[src/rtl/strap_cfg_pkg.sv]
package strap_cfg_pkg;

  localparam int ADDR_STRAP_W = 2;
  localparam int ADDR_SHIFT   = 3;
  localparam int MGMT_ADDR_W  = ADDR_STRAP_W + ADDR_SHIFT;

  typedef struct packed {
    logic                    role;
    logic                    boot_sel;
    logic                    cfg_sel;
    logic                    speed;
    logic                    duplex;
    logic                    iso;
    logic [ADDR_STRAP_W-1:0] addr;
  } strap_t;

  localparam int STRAP_W = $bits(strap_t);

  typedef struct packed {
    logic mem_flash;
    logic code_flash;
    logic bad;
  } boot_t;

  function automatic boot_t boot_decode(input logic boot_sel, input logic cfg_sel);
    boot_t r;
    r.bad        = boot_sel & ~cfg_sel;
    r.code_flash = boot_sel & cfg_sel;
    r.mem_flash  = cfg_sel;
    return r;
  endfunction

  function automatic logic [MGMT_ADDR_W-1:0] mgmt_addr_of(input logic [ADDR_STRAP_W-1:0] a);
    return {a, {ADDR_SHIFT{1'b0}}};
  endfunction

endpackage

[src/rtl/strap_sync.sv]
module strap_sync #(
  parameter int WIDTH  = 8,
  parameter int STAGES = 2
) (
  input  logic             clk,
  input  logic [WIDTH-1:0] d,
  output logic [WIDTH-1:0] q
);
  logic [STAGES-1:0][WIDTH-1:0] pipe;

  always_ff @(posedge clk) begin
    pipe <= {pipe[STAGES-2:0], d};
  end

  assign q = pipe[STAGES-1];
endmodule

[src/rtl/rst_release_sync.sv]
module rst_release_sync #(
  parameter int STAGES = 2
) (
  input  logic clk,
  input  logic arst_n,
  output logic srst_n
);
  logic [STAGES-1:0] chain;

  always_ff @(posedge clk or negedge arst_n) begin
    if (!arst_n) chain <= '0;
    else         chain <= {chain[STAGES-2:0], 1'b1};
  end

  assign srst_n = chain[STAGES-1];
endmodule

[src/rtl/rst_stretch.sv]
module rst_stretch #(
  parameter int HOLD_CYCLES = 16
) (
  input  logic clk,
  input  logic rst_n,
  output logic stretched_n
);
  localparam int CW = $clog2(HOLD_CYCLES + 1);
  localparam logic [CW-1:0] LAST = CW'(HOLD_CYCLES - 1);

  logic [CW-1:0] cnt_q;
  logic          rel_q;

  always_ff @(posedge clk or negedge rst_n) begin
    if (!rst_n) begin
      cnt_q <= '0;
      rel_q <= 1'b0;
    end else if (!rel_q) begin
      if (cnt_q == LAST) rel_q <= 1'b1;
      else               cnt_q <= cnt_q + 1'b1;
    end
  end

  assign stretched_n = rel_q;
endmodule

[src/rtl/strap_decode.sv]
module strap_decode
  import strap_cfg_pkg::*;
(
  input  strap_t                 held,
  input  logic                   valid,
  output logic                   role_mac,
  output logic                   mem_flash,
  output logic                   code_flash,
  output logic                   unsupported,
  output logic                   speed_100,
  output logic                   full_duplex,
  output logic                   isolate,
  output logic [MGMT_ADDR_W-1:0] mgmt_addr,
  output logic                   clk_en
);
  boot_t boot;

  always_comb begin
    boot        = boot_decode(held.boot_sel, held.cfg_sel);
    role_mac    = valid & held.role;
    mem_flash   = valid & boot.mem_flash;
    code_flash  = valid & boot.code_flash;
    unsupported = valid & boot.bad;
    speed_100   = valid & held.speed;
    full_duplex = valid & held.duplex;
    isolate     = valid & held.iso & ~held.role;
    mgmt_addr   = valid ? mgmt_addr_of(held.addr) : '0;
    clk_en      = valid & held.role;
  end
endmodule

[src/rtl/cfg_strap_capture.sv]
module cfg_strap_capture
  import strap_cfg_pkg::*;
#(
  parameter int SYNC_STAGES  = 2,
  parameter int PHY_RST_HOLD = 16
) (
  input  logic                   clk,
  input  logic                   rst_n_raw,
  input  logic                   strap_role,
  input  logic                   strap_boot_sel,
  input  logic                   strap_cfg_sel,
  input  logic                   strap_speed,
  input  logic                   strap_duplex,
  input  logic                   strap_iso,
  input  logic [ADDR_STRAP_W-1:0] strap_addr,
  output logic                   cfg_valid,
  output logic                   role_mac,
  output logic                   boot_mem_flash,
  output logic                   boot_code_flash,
  output logic                   boot_unsupported,
  output logic                   phy_speed_100,
  output logic                   phy_full_duplex,
  output logic                   phy_isolate,
  output logic [MGMT_ADDR_W-1:0] phy_mgmt_addr,
  output logic                   phy_rst_n,
  output logic                   phy_clk_en
);
  strap_t raw_straps;
  strap_t synced;
  strap_t held_q;
  logic   valid_q;
  logic   sys_rst_n;
  logic   latch_evt;

  assign raw_straps = '{role: strap_role, boot_sel: strap_boot_sel, cfg_sel: strap_cfg_sel,
                        speed: strap_speed, duplex: strap_duplex, iso: strap_iso,
                        addr: strap_addr};

  strap_sync #(.WIDTH(STRAP_W), .STAGES(SYNC_STAGES)) u_sync (
    .clk (clk),
    .d   (raw_straps),
    .q   (synced)
  );

  rst_release_sync #(.STAGES(SYNC_STAGES)) u_rsync (
    .clk    (clk),
    .arst_n (rst_n_raw),
    .srst_n (sys_rst_n)
  );

  // capture pulse: first enabled edge after the synchronized release
  assign latch_evt = sys_rst_n & ~valid_q;

  always_ff @(posedge clk or negedge sys_rst_n) begin
    if (!sys_rst_n) begin
      held_q  <= '0;
      valid_q <= 1'b0;
    end else if (latch_evt) begin
      held_q  <= synced;
      valid_q <= 1'b1;
    end
  end

  assign cfg_valid = valid_q;

  strap_decode u_dec (
    .held        (held_q),
    .valid       (valid_q),
    .role_mac    (role_mac),
    .mem_flash   (boot_mem_flash),
    .code_flash  (boot_code_flash),
    .unsupported (boot_unsupported),
    .speed_100   (phy_speed_100),
    .full_duplex (phy_full_duplex),
    .isolate     (phy_isolate),
    .mgmt_addr   (phy_mgmt_addr),
    .clk_en      (phy_clk_en)
  );

  rst_stretch #(.HOLD_CYCLES(PHY_RST_HOLD)) u_stretch (
    .clk         (clk),
    .rst_n       (sys_rst_n),
    .stretched_n (phy_rst_n)
  );
endmodule

[config.mk]
export PLATFORM = sky130hd
export DESIGN_NAME = cfg_strap_capture
export DESIGN_NICKNAME = d
export VERILOG_FILES = /design/src/rtl/strap_cfg_pkg.sv /design/src/rtl/strap_sync.sv /design/src/rtl/rst_release_sync.sv /design/src/rtl/rst_stretch.sv /design/src/rtl/strap_decode.sv /design/src/rtl/cfg_strap_capture.sv
export SDC_FILE = /design/constraint.sdc
export NUM_CORES = 1
export LEC_CHECK = 0
export ABC_CLOCK_PERIOD_IN_PS = 1270
export BUFFER_PORTS_ARGS = -buffer_cell sky130_fd_sc_hd__buf_4
export CAP_MARGIN = 5
export CORE_MARGIN = 2
export CORE_UTILIZATION = 50
export CTS_CLUSTER_DIAMETER = 100
export DETAILED_ROUTE_END_ITERATION = 6
export GPL_ROUTABILITY_DRIVEN = 1
export GPL_TIMING_DRIVEN = 1
export PLACE_DENSITY_LB_ADDON = 0.15
export SYNTH_ARGS = -nofsm -noshare
export SYNTH_HDL_FRONTEND = slang
export SYNTH_SLANG_ARGS = --single-unit
[constraint.sdc]
create_clock -name clk -period 1.27 [get_ports clk]
set_input_delay 0.3175 -clock clk [delete_from_list [all_inputs] [get_ports clk]]
set_output_delay 0.3175 -clock clk [all_outputs]
set_load 0.02 [all_outputs]
==> reports/metrics.yaml <==
run_status:
  status: "finished, violations left"
  violations: "negative setup slack"
critical_path:
  cpPeakStageDelay_ps: 390
  r2r_cells: 5
  arrival_ps: 1180
  r2r-end: "u_stretch.cnt_q[1]$_DFFE_PN0P_"
  r2r-start: "u_stretch.cnt_q[1]$_DFFE_PN0P_"
  reg2reg_slack_ps: -180
  crit_chain: "buf_6 -> nand2_1 -> nor2_1 -> buf_4"
  path_class: "reg2out"
  slowest_stage: "dfrtp_2"
  crit_path_end_kind: "output port"
  worstSetupStartpointType: "flip-flop"
  crit_required_ps: 950
  cp_max_fo: 6
synthesis:
  synth_area_um2: 1100
  synth_most_common_cell: "dfrtp_1"
  synthTopCellsByCount: "17 x dfrtp_1, 16 x dfxtp_1, 8 x mux2_4"
  synth-async-reset-ratio_pct: 51.5
  synth_area_leaders: "dfrtp_1 39%, dfxtp_1 29%, mux2_4 11%"
  synth_top_cell_by_area: "dfrtp_1"
  synth_ff_type: "dfrtp_1"
  syn_inst: 76
  netlist.area_leader.share_pct: 38.8
  ys_ff_latch: 33
  avgSynthCellArea_um2: 14.4
  ys_types: 19
  yosysSeqAreaShare_pct: 68.0
  synth-edff-count: 0
  synth_warnings: 0
place:
  place.port_buffers: 21
  dpl.cell_count: 125
  place_ws_ps: -151
  gp_congestion: 0.752
  dp_hpwl_um: 1120
power:
  vdd_ir_drop_max_mv: 1.20
  powerDensity_nw_per_um2: 1390
  total_power_uw: 2140
  p_leak_uw: 0.000697
grt:
  antenna_found_initial: 0
  grt_usage_pct: 15.2
  grt_overflow: 0
  grt_max_degree: 17
  grtUsageMet3_pct: 7.89
  grt_pass1_vias: 643
  use_met1_pct: 16.6
  gr-usage-met2_pct: 25.4
  grt_pass1_wl_um: 2750
  busiest_layer: "met2"
finish:
  regArea_um2: 748
  final_core_util_pct: 76.2
  drive_above_1_share_pct: 57.5
  fin_nets: 124
  multiInputGateArea_um2: 357
  instances_no_fill: 140
  nFillCells: 134
  num_antenna_cells: 0
  syn_to_final_growth_pct: 40.6
die:
  die_h_um: 50.8
  rows: 16
  die_area_um2: 2580
  start_util_pct: 54.2
  die_w_um: 50.8
  coreArea_um2: 2020
  io_pins: 25
routing:
  drc: 0
  drtIter0Drc: 4
  wirelength_um: 1820
  first_pass_iters: 4
  ant_nets: 0
  via_count: 629
  wl_per_cell_um: 13.0
  viasPerCell: 4.49
timing:
  max_freq_ghz: 0.669
  hold_violations: 0
  period_minus_slack_ps: 1490
  period_share_pct: 118
  setup_slack_ps: -225
  setup_viol: 25
  skew_ps: 13.7
  rsz0062_at_grt: "yes"
  maxSlewViolCount: 0
clock_tree:
  cts_buffers: 5
  clkTransAtPathRegs_ps: 100
  cts_buffer_depth: 2
  clkLatencyLatePin_ps: 330
  cts_tree: "done"
  cts_max_level: 2
  root_buffer: "clkbuf_4"
  cts_sinks: 33
min_path:
  min_from: "strap_addr[1]"
  holdPathEnd: "u_sync.pipe[1]$_DFF_P_"
  hold_class: "in2reg"
  min_path_cells: 1
flow_run:
  cap_violations: 0
[worst max-delay path: cells and delay by family (launching register included)]
kind	cells	cell delay (ps)
buf+inv	2	280
flops	1	390
simple gates	2	170
[area by class of cell]
cell class              instances  area share (%)
repair buffers                 33            20.2
multi-input cells              37            23.1
clock inverters                 1           0.487
flip-flops and latches         33            48.5
clock buffers                   7            4.95
inverters                       2           0.487
well taps                      27            2.19
[cell usage in the layout, fill, tap and decap left out, drive strengths merged]
| master | count |
|---|---|
| buf | 32 |
| dfrtp | 17 |
| dfxtp | 16 |
| mux2 | 9 |
| clkbuf | 7 |
| and2 | 6 |
| nand2 | 4 |
| conb | 4 |
| xnor2 | 3 |
| nor2 | 3 |
| and3 | 2 |
| inv | 2 |
| ha | 2 |
| nor2b | 1 |
| or2 | 1 |
| o21ai | 1 |
| nand4 | 1 |
| clkinvlp | 1 |
| dlygate4sd3 | 1 |
[per-layer routing]
metal / part of all wire, % / up-vias
met5: 0 / -
met4: 1.8 / 0
met3: 5.5 / 7
met2: 53 / 18
met1: 40 / 300
li1: - / 304
[how the worst max path moves through the flow]
| stage | start | endpoint | cells past startpoint |
|---|---|---|---|
| floorplan | u_stretch.cnt_q[0]$_DFFE_PN0P_ | u_stretch.cnt_q[1]$_DFFE_PN0P_ | 5 |
| global placement | u_stretch.cnt_q[1]$_DFFE_PN0P_ | u_stretch.cnt_q[1]$_DFFE_PN0P_ | 5 |
| detailed placement | u_stretch.cnt_q[1]$_DFFE_PN0P_ | u_stretch.cnt_q[1]$_DFFE_PN0P_ | 5 |
| CTS | cfg_valid$_DFFE_PN0P_ | boot_code_flash | 2 |
| global route | cfg_valid$_DFFE_PN0P_ | boot_unsupported | 4 |
| finish | cfg_valid$_DFFE_PN0P_ | boot_unsupported | 4 |
[cell families after synthesis]
logic type	share of synthesized area (%)
AOI/OAI and AO/OA	0.456
xor gates and xnor gates	2.40
adders and majority gates	2.28
buffers and inverters	4.79
DFF	68.0
muxes	12.0
other	0.685
and+or+nand+nor	9.36
[through the flow]
stage	hold slack [ps]	TNS, ps	cell area, um^2
after CTS	65.4	-3290	1450
after detailed placement	102	-471	1340
after global routing	55.8	-5090	1540
final	80.2	-3710	1540
after floorplan	21.9	-274	1150
after global placement	100	-272	1340
[state kept, by name (all words and copies together), names as in the netlist]
signal,flops
u_stretch.cnt_q,5
cfg_valid,1
u_stretch.stretched_n,1
u_sync.q,8
held_q,8
u_rsync.chain,2
u_sync.pipe,8
[power by group]
part / switching [uW] / internal, uW / total [uW]
clock: 355 / 389 / 744
combinational: 106 / 156 / 262
sequential: 31.1 / 1100 / 1130
total: 492 / 1650 / 2140
[what timing repair did]
item / 4_1_cts / 5_1_grt
hold buffers: 1 / 0
pin swaps: 3 / 0
resized for setup: 2 / 21
hold endpoints to repair: 2 / 0
cloned: 0 / 0
setup endpoints to repair: 16 / 25
setup buffers: 3 / 3
Power figures use the tool's default switching activity.
